==> src/rtl/modclk_pkg.sv <==
package modclk_pkg;

  localparam int unsigned OFS_FUNC  = 0;
  localparam int unsigned OFS_IFACE = 4;

  typedef enum logic [1:0] {
    SEL_NONE  = 2'd0,
    SEL_FUNC  = 2'd1,
    SEL_IFACE = 2'd2
  } reg_sel_e;

endpackage

==> src/rtl/modclk_rst_sync.sv <==
module modclk_rst_sync #(
  parameter int STAGES = 2
) (
  input  logic clk,
  input  logic rst_n,
  output logic rst_n_sync
);

  logic [STAGES-1:0] chain_q;
  logic [STAGES-1:0] chain_d;

  always_comb begin
    chain_d = {chain_q[STAGES-2:0], 1'b1};
  end

  always_ff @(posedge clk or negedge rst_n) begin
    if (!rst_n) begin
      chain_q <= '0;
    end else begin
      chain_q <= chain_d;
    end
  end

  assign rst_n_sync = chain_q[STAGES-1];

endmodule

==> src/rtl/modclk_regs.sv <==
module modclk_regs
  import modclk_pkg::*;
#(
  parameter int NUM_MOD = 8,
  parameter int NUM_HW  = 2,
  parameter int ADDR_W  = 4,
  parameter int BUS_W   = 32
) (
  input  logic               clk,
  input  logic               rst_n,
  input  logic               bus_sel,
  input  logic               bus_wr,
  input  logic [ADDR_W-1:0]  bus_addr,
  input  logic [BUS_W-1:0]   bus_wdata,
  input  logic [NUM_MOD-1:0] f_state_i,
  input  logic [NUM_MOD-1:0] i_state_i,
  output logic [NUM_MOD-1:0] f_sw_eff_o,
  output logic [NUM_MOD-1:0] i_sw_eff_o,
  output logic [BUS_W-1:0]   bus_rdata
);

  localparam logic [NUM_MOD-1:0] HW_MASK = NUM_MOD'((1 << NUM_HW) - 1);
  localparam logic [NUM_MOD-1:0] SW_MASK = ~HW_MASK;
  localparam int                 PAD_W   = BUS_W - NUM_MOD;

  reg_sel_e            sel;
  logic                wr_f, wr_i, rd_en;
  logic [NUM_MOD-1:0]  f_sw_q, f_sw_d;
  logic [NUM_MOD-1:0]  i_sw_q, i_sw_d;
  logic [NUM_MOD-1:0]  rd_field;
  logic [BUS_W-1:0]    rdata_q, rdata_d;
  logic                unused_wdata_hi;

  assign unused_wdata_hi = ^bus_wdata[BUS_W-1:NUM_MOD];

  // address decode
  always_comb begin
    if (bus_addr == ADDR_W'(OFS_FUNC)) begin
      sel = SEL_FUNC;
    end else if (bus_addr == ADDR_W'(OFS_IFACE)) begin
      sel = SEL_IFACE;
    end else begin
      sel = SEL_NONE;
    end
  end

  assign wr_f  = bus_sel && bus_wr && (sel == SEL_FUNC);
  assign wr_i  = bus_sel && bus_wr && (sel == SEL_IFACE);
  assign rd_en = bus_sel && !bus_wr;

  // next state with write bypass so a set bit acts at the write edge
  always_comb begin
    f_sw_d = wr_f ? (bus_wdata[NUM_MOD-1:0] & SW_MASK) : f_sw_q;
    i_sw_d = wr_i ? (bus_wdata[NUM_MOD-1:0] & SW_MASK) : i_sw_q;
  end

  assign f_sw_eff_o = f_sw_d;
  assign i_sw_eff_o = i_sw_d;

  // read path: software bits where writable, gate state elsewhere
  always_comb begin
    unique case (sel)
      SEL_FUNC:  rd_field = (f_sw_q & SW_MASK) | (f_state_i & HW_MASK);
      SEL_IFACE: rd_field = (i_sw_q & SW_MASK) | (i_state_i & HW_MASK);
      default:   rd_field = '0;
    endcase
    rdata_d = {{PAD_W{1'b0}}, rd_field};
  end

  always_ff @(posedge clk or negedge rst_n) begin
    if (!rst_n) begin
      f_sw_q <= '0;
    end else if (wr_f) begin
      f_sw_q <= f_sw_d;
    end
  end

  always_ff @(posedge clk or negedge rst_n) begin
    if (!rst_n) begin
      i_sw_q <= '0;
    end else if (wr_i) begin
      i_sw_q <= i_sw_d;
    end
  end

  always_ff @(posedge clk or negedge rst_n) begin
    if (!rst_n) begin
      rdata_q <= '0;
    end else if (rd_en) begin
      rdata_q <= rdata_d;
    end
  end

  assign bus_rdata = rdata_q;

  assert_indep_iface_R1: assert property (@(posedge clk) disable iff (!rst_n)
    wr_f |=> $stable(i_sw_q));
  assert_indep_func_R1: assert property (@(posedge clk) disable iff (!rst_n)
    wr_i |=> $stable(f_sw_q));
  assert_unmapped_zero_R9: assert property (@(posedge clk) disable iff (!rst_n)
    (rd_en && (sel == SEL_NONE)) |=> (bus_rdata == '0));
  assert_no_read_hold_R9: assert property (@(posedge clk) disable iff (!rst_n)
    !rd_en |=> $stable(bus_rdata));

endmodule

==> src/rtl/modclk_lane.sv <==
module modclk_lane #(
  parameter bit HW_MANAGED = 1'b0,
  parameter int FPM        = 2
) (
  input  logic           clk,
  input  logic           rst_n,
  input  logic           f_sw_i,
  input  logic           i_sw_i,
  input  logic           fclk_req_i,
  input  logic           iclk_req_i,
  input  logic           wake_i,
  output logic [FPM-1:0] fclk_en_o,
  output logic           iclk_en_o,
  output logic           idle_o
);

  localparam logic RST_ON = HW_MANAGED;

  logic           f_next, i_next;
  logic [FPM-1:0] f_q;
  logic           i_q;

  always_comb begin
    f_next = f_sw_i | fclk_req_i | wake_i;
    i_next = i_sw_i | iclk_req_i;
  end

  // one flop per functional copy, each near its gating cell
  for (genvar k = 0; k < FPM; k++) begin : g_fcopy
    always_ff @(posedge clk or negedge rst_n) begin
      if (!rst_n) begin
        f_q[k] <= RST_ON;
      end else begin
        f_q[k] <= f_next;
      end
    end
  end

  always_ff @(posedge clk or negedge rst_n) begin
    if (!rst_n) begin
      i_q <= RST_ON;
    end else begin
      i_q <= i_next;
    end
  end

  assign fclk_en_o = f_q;
  assign iclk_en_o = i_q;
  assign idle_o    = ~i_q;

  assert_set_immediate_R2: assert property (@(posedge clk) disable iff (!rst_n)
    f_sw_i |=> f_q[0]);
  assert_req_holds_R3: assert property (@(posedge clk) disable iff (!rst_n)
    fclk_req_i |=> f_q[0]);
  assert_clear_stops_R3: assert property (@(posedge clk) disable iff (!rst_n)
    (!f_sw_i && !fclk_req_i && !wake_i) |=> !f_q[0]);
  assert_wake_restart_R4: assert property (@(posedge clk) disable iff (!rst_n)
    wake_i |=> f_q[0]);
  assert_iclk_on_R10: assert property (@(posedge clk) disable iff (!rst_n)
    (i_sw_i || iclk_req_i) |=> iclk_en_o);
  assert_iclk_off_R10: assert property (@(posedge clk) disable iff (!rst_n)
    (!i_sw_i && !iclk_req_i) |=> !iclk_en_o);

endmodule

==> src/rtl/modclk_enable_ctrl.sv <==
module modclk_enable_ctrl
  import modclk_pkg::*;
#(
  parameter int NUM_MOD      = 8,
  parameter int NUM_HW       = 2,
  parameter int FCLK_PER_MOD = 2,
  parameter int ADDR_W       = 4,
  parameter int BUS_W        = 32,
  parameter int SYNC_STAGES  = 2
) (
  input  logic                            clk,
  input  logic                            rst_n,
  input  logic                            bus_sel,
  input  logic                            bus_wr,
  input  logic [ADDR_W-1:0]               bus_addr,
  input  logic [BUS_W-1:0]                bus_wdata,
  output logic [BUS_W-1:0]                bus_rdata,
  input  logic [NUM_MOD-1:0]              fclk_req,
  input  logic [NUM_MOD-1:0]              iclk_req,
  input  logic [NUM_MOD-1:0]              wakeup,
  output logic [NUM_MOD*FCLK_PER_MOD-1:0] fclk_en,
  output logic [NUM_MOD-1:0]              iclk_en,
  output logic [NUM_MOD-1:0]              iface_idle
);

  logic               rst_n_s;
  logic [NUM_MOD-1:0] f_sw_eff, i_sw_eff;
  logic [NUM_MOD-1:0] f_state;

  modclk_rst_sync #(.STAGES(SYNC_STAGES)) u_rst (
    .clk        (clk),
    .rst_n      (rst_n),
    .rst_n_sync (rst_n_s)
  );

  modclk_regs #(
    .NUM_MOD (NUM_MOD),
    .NUM_HW  (NUM_HW),
    .ADDR_W  (ADDR_W),
    .BUS_W   (BUS_W)
  ) u_regs (
    .clk        (clk),
    .rst_n      (rst_n_s),
    .bus_sel    (bus_sel),
    .bus_wr     (bus_wr),
    .bus_addr   (bus_addr),
    .bus_wdata  (bus_wdata),
    .f_state_i  (f_state),
    .i_state_i  (iclk_en),
    .f_sw_eff_o (f_sw_eff),
    .i_sw_eff_o (i_sw_eff),
    .bus_rdata  (bus_rdata)
  );

  for (genvar m = 0; m < NUM_MOD; m++) begin : g_mod
    modclk_lane #(
      .HW_MANAGED (m < NUM_HW),
      .FPM        (FCLK_PER_MOD)
    ) u_lane (
      .clk        (clk),
      .rst_n      (rst_n_s),
      .f_sw_i     (f_sw_eff[m]),
      .i_sw_i     (i_sw_eff[m]),
      .fclk_req_i (fclk_req[m]),
      .iclk_req_i (iclk_req[m]),
      .wake_i     (wakeup[m]),
      .fclk_en_o  (fclk_en[m*FCLK_PER_MOD +: FCLK_PER_MOD]),
      .iclk_en_o  (iclk_en[m]),
      .idle_o     (iface_idle[m])
    );

    assign f_state[m] = fclk_en[m*FCLK_PER_MOD];

    for (genvar k = 1; k < FCLK_PER_MOD; k++) begin : g_fan
      assert_copies_match_R7: assert property (@(posedge clk) disable iff (!rst_n_s)
        fclk_en[m*FCLK_PER_MOD+k] == fclk_en[m*FCLK_PER_MOD]);
    end

    if (m < NUM_HW) begin : g_hw_chk
      assert_hw_only_off_R5: assert property (@(posedge clk) disable iff (!rst_n_s)
        (!fclk_req[m] && !wakeup[m]) |=> !fclk_en[m*FCLK_PER_MOD]);
      assert_hw_iface_off_R5: assert property (@(posedge clk) disable iff (!rst_n_s)
        !iclk_req[m] |=> !iclk_en[m]);
    end
  end

endmodule

==> config.mk <==
export PLATFORM = sky130hd
export DESIGN_NAME = modclk_enable_ctrl
export DESIGN_NICKNAME = d
export VERILOG_FILES = /design/src/rtl/modclk_pkg.sv /design/src/rtl/modclk_rst_sync.sv /design/src/rtl/modclk_regs.sv /design/src/rtl/modclk_lane.sv /design/src/rtl/modclk_enable_ctrl.sv
export SDC_FILE = /design/constraint.sdc
export NUM_CORES = 1
export LEC_CHECK = 0
export BUFFER_PORTS_ARGS = -buffer_cell sky130_fd_sc_hd__buf_2
export CAP_MARGIN = 20
export CORE_MARGIN = 3
export CORE_UTILIZATION = 46
export CTS_CLUSTER_DIAMETER = 100
export CTS_CLUSTER_SIZE = 30
export DETAILED_ROUTE_END_ITERATION = 10
export PLACE_DENSITY = 0.85
export SKIP_LAST_GASP = 1
export SLEW_MARGIN = 20
export SYNTH_ARGS = -nofsm -noshare
export SYNTH_HDL_FRONTEND = slang
export SYNTH_SLANG_ARGS = --single-unit
==> constraint.sdc <==
create_clock -name clk -period 1.8 [get_ports clk]
set_input_delay 0.36 -clock clk [delete_from_list [all_inputs] [get_ports clk]]
set_output_delay 0.36 -clock clk [all_outputs]
set_load 0.02 [all_outputs]
==> results of run 1 <==
[power breakdown]
group | switching (mW) | total, mW | internal [mW]
logic | 0.262 | 0.413 | 0.152
registers | 0.0571 | 1.09 | 1.04
clock network | 0.317 | 0.589 | 0.272
total | 0.636 | 2.10 | 1.46
[worst max-delay path: stages]
cell	delay, ns
buf_2	0.13
nor4b_4	0.31
nand3_2	0.32
a221o_1	0.46
[layout make-up]
type	count	area share
sequential	42	0.4502
timing repair buffer	84	0.1875
clock inverter	3	0.009057
multi-input combinational	108	0.2845
inverter	8	0.01279
clock buffer	5	0.02930
tap	50	0.02664
[registers in the layout, indices dropped and copies added, names as in the netlist]
register	flops
g_mod.u_lane.iclk_en_o	8
g_mod.u_lane.fclk_en_o	8
u_regs.i_sw_q	8
u_regs.f_sw_q	8
u_rst.chain_q	2
u_regs.bus_rdata	8
[cell usage in the layout, fill, tap and decap left out, drive strengths merged]
cell type / count
a22o: 6
clkinv: 2
a221o: 13
conb: 25
nand3: 11
dfstp: 4
nor4b: 1
dlygate4sd3: 1
and2: 4
nor2: 7
nand2: 14
nor4: 1
inv: 8
clkinvlp: 1
nor2b: 1
buf: 83
a21o: 2
or4: 1
clkbuf: 5
a211o: 2
nand2b: 1
o21ai: 6
and3: 13
dfrtp: 38
[timing repair]
item,4_1_cts,5_1_grt
setup endpoints to repair,0,0
setup buffers,0,0
hold buffers,1,0
hold endpoints to repair,2,0
[metal layers]
layer  global-route usage  up-vias  share of wire
li1                     -      700              -
met1               0.1989      703           0.39
met2               0.2771       59           0.52
met3              0.04545        8          0.073
met4              0.06148        0          0.013
met5                    0        -              0
[cell families (layout without fill, tap and decap cells)]
| family | count (synthesis) | after routing | share of synthesized area |
|---|---|---|---|
| AO/OA/AOI/OAI | 29 | 29 | 0.1199 |
| flip-flops | 42 | 42 | 0.5109 |
| other | 2 | 25 | 0.003633 |
| AND/OR/NAND/NOR | 54 | 54 | 0.1580 |
| buffers and inverters | 63 | 100 | 0.2076 |
[per-stage QoR]
| stage | power [mW] | cells | cell area [sq um] |
|---|---|---|---|
| final | 2.097 | 300 | 2349 |
| after global routing | 2.210 | 300 | 2349 |
| after CTS | 2.116 | 300 | 2349 |
| after detailed placement | 1.527 | 291 | 2248 |
| after global placement | 1.514 | 291 | 2248 |
| after floorplan | 1.476 | 213 | 2153 |
[worst max path at each step]
stage | from | end | depth (start not counted)
global route | bus_addr[3] | g_mod[6].u_lane.iclk_en_o | 4
CTS | bus_addr[3] | g_mod[6].u_lane.iclk_en_o | 4
finish | bus_addr[3] | g_mod[6].u_lane.iclk_en_o | 4
global placement | bus_addr[3] | g_mod[3].u_lane.iclk_en_o | 4
detailed placement | bus_addr[3] | g_mod[6].u_lane.iclk_en_o | 4
floorplan | bus_addr[2] | g_mod[2].u_lane.fclk_en_o[0] | 4
==> results.md, run 1 <==
* Slew Viols, Final at 0
* Fillers at 381
* Setup slack at placement at 0.09487 ns
* Layout Utilization at 0.5628
* Number of synthesized flops with an enable pin at 0
* Max Clock Skew at 0.007805 ns
* Rel. slew slack at 0.6169
* Worst Setup Path Type: input pin to flop
* Via count at 1470
* Setup TNS at 0 ns
* Largest cells by area after synthesis: dfrtp_1, buf_4, a221o_1, dfstp_2, and3_1
* Largest net degree at the start of global routing at 21
* Crit Path Max Fanout at 16
* Drt drc at 0
* Initial antenna violation count at 0
* Number of I/O pins at 128
* Later-pin clock latency in the skew report at 0.29 ns
* FF-to-FF setup slack at 0.86 ns
* Mapped Area at 2067 sq um
* Status: finished clean
* WP data arrival at 1.58 ns
* Top post-synthesis cells by count: buf_4, dfrtp_1, nand2_1
* Area added between synthesis and finish at 13.62%
* FP Rows at 23
* Post-synthesis cell count at 190
* Drt total wl at 4277 um
* Synth Area per Inst at 10.88 sq um
* Top cell type's share of synthesized area at 0.4600
* Core box area at 4173 sq um
* DPL Wire Length at 3359 um
* Setup Viol. Count Final at 0
* Vias/cell at 4.900
* Actual slew at the worst max-slew pin at 0.5735 ns
* Sequential area share after synthesis at 0.5109
* Period utilization at 0.7846
* Number of port buffers at 77
* Total GRT Usage at 0.1642
* Reg-to-reg startpoint: u_regs.i_sw_q[6]
* Global placement routability congestion at 0.7456
* Main synth FF type: dfrtp_1
* Reg area at 1057 sq um
* Initial core utilization at 0.4954
* Share of layout cells above drive strength 1 at 0.4080
* CTS tree: built
* Worst setup EP type: flop
* Die Y at 73.04 um
* Critical path launch point type: input pin
* Wire length per cell at 14.26 um
* MaxCap Viol Count at 0
* CP required at 1.97 ns
* Clk slew on worst S/H paths at 0.08 ns
* Min Tclk post-route at 1.412 ns
* Fin worst setup slack at 0.3876 ns
* CTS HTree Levels at 2
* 1st-iter DRT viols at 86
* Library cells used by synthesis at 26
* Congestion Overflow GR at 0
* Yosys reg bits at 42
* Ys async rst share at 1.000
* Max IR drop VDD at 0.4239 mV
* Count leader, synth: buf_4
* Routed Antenna Nets at 0
* Hold Violations, Final at 0
* Final hold slack at 0.1645 ns
* Worst min path class: flop to asynchronous set/reset pin
* Reg2Reg Capture Point: u_regs.bus_rdata[6]
* Final nets at 313
* Leak at 1.307 nW
* Clk sink count at 42
* Die area at 5334 sq um
* First-pass GRT wire length at 6706 um
* Reg2reg path depth at 2
* Dominant cell type by area after synthesis: dfrtp_1
* Number of antenna diodes at 0
* RSZ-0062 raised after global routing: no
* Chip Width at 73.04 um
* Ys Warns at 0
* Fmax achieved at 0.7080 GHz
* Multi-input gate area at 668.1 sq um
* Drt pass-1 iters at 4
* Cell Pwr Density at 892.8 nW/um^2
* Clock Tree Buf Depth at 2
* Quantity of gates resized following cts at 0
* Clk Tree Root Cell: clkbuf_8
* Total CTS buffers at 5
* Vias in the first global route at 1414
Note: power is estimated with default switching activity, not from simulation.
==> run 2, diff against run 1 <==
--- a/config.mk
+++ b/config.mk
@@ -8,11 +8,11 @@
 export BUFFER_PORTS_ARGS = -buffer_cell sky130_fd_sc_hd__buf_2
 export CAP_MARGIN = 20
 export CORE_MARGIN = 3
-export CORE_UTILIZATION = 46
+export CORE_UTILIZATION = 43
 export CTS_CLUSTER_DIAMETER = 100
 export CTS_CLUSTER_SIZE = 30
 export DETAILED_ROUTE_END_ITERATION = 10
-export PLACE_DENSITY = 0.85
+export PLACE_DENSITY = 0.8
 export SKIP_LAST_GASP = 1
 export SLEW_MARGIN = 20
 export SYNTH_ARGS = -nofsm -noshare
==> constraint.sdc (replaced) <==
create_clock -name clk -period 1.3 [get_ports clk]
set_input_delay 0.26 -clock clk [delete_from_list [all_inputs] [get_ports clk]]
set_output_delay 0.26 -clock clk [all_outputs]
set_load 0.02 [all_outputs]
==> results.md, run 2 (same netlist as run 1, synthesis figures left out) <==
* CTS tree: built (unchanged)
* Initial antenna violation count at 0 (unchanged)
* Global placement routability congestion at 0.7889 (was 0.7456)
* Slew Viols, Final at 0 (unchanged)
* Later-pin clock latency in the skew report at 0.30 ns (was 0.29 ns)
* Core box area at 4504 sq um (was 4173 sq um)
* Area added between synthesis and finish at 20.88% (was 13.62%)
* CP required at 1.04 ns (was 1.97 ns)
* Fin worst setup slack at 0.02137 ns (was 0.3876 ns)
* Via count at 1491 (was 1470)
* Period utilization at 0.9836
* Cell Pwr Density at 1350 nW/um^2 (was 892.8 nW/um^2)
* Final hold slack at 0.1458 ns (was 0.1645 ns)
* Die Y at 75.33 um (was 73.04 um)
* DPL Wire Length at 3292 um (was 3359 um)
* First-pass GRT wire length at 6479 um (was 6706 um)
* Actual slew at the worst max-slew pin at 0.5434 ns (was 0.5735 ns)
* Congestion Overflow GR at 0 (unchanged)
* Clk Tree Root Cell: clkbuf_8 (unchanged)
* Total Power at 3.373 mW (was 2.097 mW)
* Total CTS buffers at 5 (unchanged)
* Clock Tree Buf Depth at 2 (unchanged)
* Drt pass-1 iters at 4 (unchanged)
* Max Clock Skew at 0.01202 ns (was 0.007805 ns)
* Hold Violations, Final at 0 (unchanged)
* Clk slew on worst S/H paths at 0.07 ns (was 0.08 ns)
* Setup slack at placement at -0.2268 ns (was 0.09487 ns)
* Most common cell after layout, fill and taps aside: buf_2 (unchanged)
* Placed instance count at 300 (was 291)
* Chip Width at 75.33 um (was 73.04 um)
* Max IR drop VDD at 1.022 mV (was 0.4239 mV)
* Total GRT Usage at 0.1539 (was 0.1642)
* # Post-CTS Setup Buffers at 0 (unchanged)
* WP data arrival at 1.02 ns (was 1.58 ns)
* Number of port buffers at 77 (unchanged)
* Die area at 5675 sq um (was 5334 sq um)
* Rel. slew slack at 0.6370 (was 0.6169)
* Worst setup EP type: output pin (was flop)
* Min Tclk post-route at 1.279 ns
* Number of I/O pins at 128 (unchanged)
* CTS HTree Levels at 2 (unchanged)
* Vias in the first global route at 1401 (was 1414)
* Share of layout cells above drive strength 1 at 0.4241 (was 0.4080)
* Crit Path Max Fanout at 3 (was 16)
* Drt drc at 0 (unchanged)
* Clk sink count at 42 (unchanged)
* Vias/cell at 4.825 (was 4.900)
* Most frequent cells in the layout: buf_2, dfrtp_1, conb_1 (unchanged)
* Routed Antenna Nets at 0 (unchanged)
* Wire length per cell at 13.40 um (was 14.26 um)
* 1st-iter DRT viols at 102 (was 86)
* Worst min path class: input pin to flop (was flop to asynchronous set/reset pin)
* Layout Utilization at 0.5547 (was 0.5628)
* FP Rows at 24 (was 23)
* Leak at 1.384 nW (was 1.307 nW)
* Final nets at 320 (was 313)
* Drt total wl at 4141 um (was 4277 um)
* Critical path launch point type: flop (was input pin)
* RSZ-0062 raised after global routing: yes (was no)
* Setup Viol. Count Final at 0 (unchanged)
* Initial core utilization at 0.4589 (was 0.4954)
* Largest net degree at the start of global routing at 27 (was 21)
* Fmax achieved at 0.7821 GHz
* Worst Setup Path Type: flop to output pin (was input pin to flop)
* Layout Cells excl Fill at 309 (was 300)
* Status: finished clean (unchanged)
* MaxCap Viol Count at 0 (unchanged)
* Number of antenna diodes at 0 (unchanged)
[run 2: changes by cell type in the layout (fill, tap and decap cells not counted), sizes merged]
cell and delta:
clkbuf +1, bufinv +2, buf +7, clkinv -2
clkinvlp -1
[run 2: area by class of cell]
type | instances | area (sq um)
well taps | 52 | 65.06
multi-input cells | 108 | 668.1
repair buffers | 91 | 535.5
fillers | 397 | 2006
flip-flops and latches | 42 | 1057
inverters | 8 | 30.03
clock inverters | 2 | 60.06
clock buffers | 6 | 82.58
[run 2: metal layers]
layer | GRT usage | vias to the layer above | part of all wire | routed length, um
li1 | - | 710 | - | -
met1 | 0.1814 | 708 | 0.38 | 1581
met2 | 0.2685 | 64 | 0.53 | 2206
met3 | 0.04354 | 9 | 0.068 | 283
met4 | 0.05437 | 0 | 0.017 | 69
met5 | 0 | - | 0 | 0
[run 2: timing repair]
| action | CTS | global route |
|---|---|---|
| hold endpoints to repair | 2 | 0 |
| gates resized for setup | 0 | 6 |
| hold buffers | 1 | 0 |
| setup endpoints to repair | 0 | 4 |
[run 2: stage by stage]
stage / instance area (sq um) / TNS (ns)
after floorplan: 2153 / 0
after global placement: 2328 / -5.345
after detailed placement: 2328 / -6.233
after CTS: 2481 / 0
after global routing: 2499 / -0.009834
final: 2499 / 0
[run 2: worst paths after layout]
| check | from | to | slack, ns | cells past startpoint |
|---|---|---|---|---|
| max | g_mod[0].u_lane.iclk_en_o | iface_idle[0] | 0.02 | 2 |
| min | iclk_req[1] | g_mod[1].u_lane.iclk_en_o | 0.15 | 2 |
| max reg2reg | u_regs.i_sw_q[5] | u_regs.bus_rdata[5] | 0.35 | 2 |
| min reg2reg | u_rst.chain_q[1] | u_regs.i_sw_q[4] | 0.16 | 0 |
| max in group asynchronous | u_rst.chain_q[1] | g_mod[1].u_lane.iclk_en_o | 0.61 | 1 |
| min in group asynchronous | u_rst.chain_q[1] | u_regs.i_sw_q[4] | 0.16 | 0 |
[run 2: critical path: stages, from the launching register on]
cell	delay, ns
dfstp_2	0.54
inv_1	0.06
buf_6	0.13
[run 2: power breakdown]
part / leakage, nW / switching, mW / internal, mW / total [mW]
clock network: 0.0714 / 0.438 / 0.819 / 1.26
logic: 0.799 / 0.364 / 0.235 / 0.599
registers: 0.514 / 0.0807 / 1.44 / 1.52
==> run 3, diff against run 2 <==
--- a/config.mk
+++ b/config.mk
@@ -13,6 +13,7 @@
 export CTS_CLUSTER_SIZE = 30
 export DETAILED_ROUTE_END_ITERATION = 10
 export PLACE_DENSITY = 0.8
+export SETUP_SLACK_MARGIN = 0.4
 export SKIP_LAST_GASP = 1
 export SLEW_MARGIN = 20
 export SYNTH_ARGS = -nofsm -noshare
==> results.md, run 3 (same netlist as run 1, synthesis figures left out) <==
* Hold path startpoint: iclk_req[0] (was iclk_req[1])
* Fin worst setup slack at 0.03260 ns (was 0.02137 ns)
* Number of antenna diodes at 0 (unchanged)
* First-pass GRT wire length at 7396 um (was 6479 um)
* Fmax achieved at 0.7890 GHz (was 0.7821 GHz)
* Hold EP: g_mod[0].u_lane.iclk_en_o (was g_mod[1].u_lane.iclk_en_o)
* Vias/cell at 4.863 (was 4.825)
* Chip Width at 75.33 um (unchanged)
* GR Layer Usage met1 at 0.2037 (was 0.1814)
* Vias in the first global route at 1542 (was 1401)
* Global placement routability congestion at 0.7934 (was 0.7889)
* Clock network power share at 0.297 (was 0.373)
* Hold Violations, Final at 0 (unchanged)
* Reg-to-reg startpoint: u_regs.bus_rdata[3] (was u_regs.i_sw_q[5])
* Clk Tree Root Cell: clkbuf_8 (unchanged)
* Max Clock Skew at 0.006111 ns (was 0.01202 ns)
* Status: finished clean (unchanged)
* Logic pwr share at 0.239 (was 0.178)
* CTS tree: built (unchanged)
* Crit Path Max Fanout at 3 (unchanged)
* Die Y at 75.33 um (unchanged)
* Max IR drop VDD at 0.7827 mV (was 1.022 mV)
* Most common cell after layout, fill and taps aside: buf_6 (was buf_2)
* Number of I/O pins at 128 (unchanged)
* Gr busiest metal: met2 (unchanged)
* M3 GR Usage at 0.04485 (was 0.04354)
* Hold Path Cell Cnt at 2 (unchanged)
* Setup Viol. Count Final at 0 (unchanged)
* Number of port buffers at 77 (unchanged)
* Reg2reg path depth at 3 (was 2)
* Switching Share at 0.2797 (was 0.2616)
* FP Rows at 24 (unchanged)
* Switching power at 0.9333 mW (was 0.8823 mW)
* Core box area at 4504 sq um (unchanged)
* Largest net degree at the start of global routing at 21 (was 27)
* Worst min path class: input pin to flop (unchanged)
* Critical path launch point type: flop (unchanged)
* Total Power at 3.337 mW (was 3.373 mW)
* Slew Viols, Final at 0 (unchanged)
* Later-pin clock latency in the skew report at 0.29 ns (was 0.30 ns)
* Area added between synthesis and finish at 45.58% (was 20.88%)
* WP data arrival at 1.01 ns (was 1.02 ns)
* Total GRT Usage at 0.1785 (was 0.1539)
* Routing usage on met2 at 0.3241 (was 0.2685)
* DPL Wire Length at 3269 um (was 3292 um)
* FF-to-FF setup slack at 0.22 ns (was 0.35 ns)
* Worst setup EP type: output pin (unchanged)
* Leak at 1.596 nW (was 1.384 nW)
* Congestion Overflow GR at 0 (unchanged)
* Clk sink count at 42 (unchanged)
* Worst Setup Path Type: flop to output pin (unchanged)
* Reg2Reg Capture Point: u_regs.bus_rdata[3] (was u_regs.bus_rdata[5])
* Flop pwr share at 0.464 (was 0.450)
* CP required at 1.04 ns (about the same)
* Drt pass-1 iters at 4 (unchanged)
* Final nets at 339 (was 320)
* CTS HTree Levels at 2 (unchanged)
* Initial core utilization at 0.4589 (unchanged)
* Most frequent cells in the layout: buf_6, dfrtp_1, buf_2 (was buf_2, dfrtp_1, conb_1)
* RSZ-0062 raised after global routing: yes (unchanged)
* Period utilization at 0.9749 (was 0.9836)
* Total CTS buffers at 5 (unchanged)
* Share of layout cells above drive strength 1 at 0.5290 (was 0.4241)
* Initial antenna violation count at 0 (unchanged)
* MaxCap Viol Count at 0 (unchanged)
* Cell Pwr Density at 1109 nW/um^2 (was 1350 nW/um^2)
* Clock Tree Buf Depth at 2 (unchanged)
* Routed Antenna Nets at 0 (unchanged)
* Drt total wl at 4882 um (was 4141 um)
* 1st-iter DRT viols at 38 (was 102)
* P_int at 2.403 mW (was 2.491 mW)
* Drt drc at 0 (unchanged)
* Clk slew on worst S/H paths at 0.08 ns (was 0.07 ns)
* Via count at 1595 (was 1491)
* Wire length per cell at 14.88 um (was 13.40 um)
* Min Tclk post-route at 1.267 ns (was 1.279 ns)
* Die area at 5675 sq um (unchanged)
* Setup slack at placement at -0.2292 ns (was -0.2268 ns)
==> run 3: changes by cell type in the layout (fill, tap and decap cells not counted), moves of 4 or more <==
cell / previous run / this run
nand3_1: 10 / 6
buf_4: 13 / 21
and2_1: 4 / 0
o21ai_2: 0 / 5
and2_4: 0 / 4
o21ai_1: 6 / 0
buf_6: 2 / 48
buf_2: 73 / 33
==> run 3: cell type report <==
type,count,area (sq um)
Fill cell,341,1495
Sequential cell,42,1057
Timing Repair Buffer,109,983.4
Multi-Input combinational cell,109,764.5
Clock buffer,5,68.82
Tap cell,52,65.06
Clock inverter,3,40.04
Inverter,8,30.03
==> run 3: critical path, stage by stage (launching register included) <==
cell and delay, ns:
dfstp_2 0.56, inv_2 0.04, buf_6 0.12
==> run 3: what timing repair did <==
action	4_1_cts	5_1_grt
hold buffers	1	0
gates cloned	1	1
gates resized for setup	100	13
endpoints found under the setup margin	80	80
pin swaps	13	7
buffers inserted	13	5
hold endpoints to repair	2	0
==> run 3: power by group through the flow <==
stage               clock (mW)  combinational, mW  sequential [mW]
finish                   0.993              0.797             1.55
CTS                       1.03              0.766             1.54
global route              1.07              0.858             1.56
floorplan                    0              0.495             1.58
detailed placement           0              0.597             1.55
global placement             0              0.585             1.54
==> run 3: how the worst max path moves through the flow <==
stage | endpoint | cells after the start | slack (ns) | startpoint
5_1_grt | iface_idle[1] | 2 | -0.00007 | g_mod[1].u_lane.iclk_en_o
4_1_cts | iface_idle[0] | 2 | 0.03 | g_mod[0].u_lane.iclk_en_o
2_1_floorplan | g_mod[2].u_lane.fclk_en_o[0] | 4 | 0.05 | bus_addr[2]
3_5_place_dp | u_regs.i_sw_q[5] | 5 | -0.23 | bus_addr[0]
3_3_place_gp | u_regs.i_sw_q[4] | 5 | -0.19 | bus_addr[0]
6_report | iface_idle[0] | 2 | 0.03 | g_mod[0].u_lane.iclk_en_o
==> run 3: per-stage QoR <==
step / util / setup TNS (ns) / hold WS [ns] / area (sq um) / cells
after detailed placement: 0.5189 / -5.472 / 0.04862 / 2337 / 299
after floorplan: - / 0 / -0.03559 / 2218 / 213
after global placement: 0.5189 / -4.587 / 0.04551 / 2337 / 299
final: 0.6681 / 0 / 0.1473 / 3009 / 328
after CTS: 0.6417 / 0 / 0.1361 / 2890 / 322
after global routing: 0.6681 / -0.0001096 / 0.1493 / 3009 / 328
==> run 3: routing by layer <==
layer / routed length [um] / vias up
met5: 0 / -
met3: 295 / 12
met1: 1756 / 754
met4: 128 / 0
met2: 2701 / 75
li1: - / 754
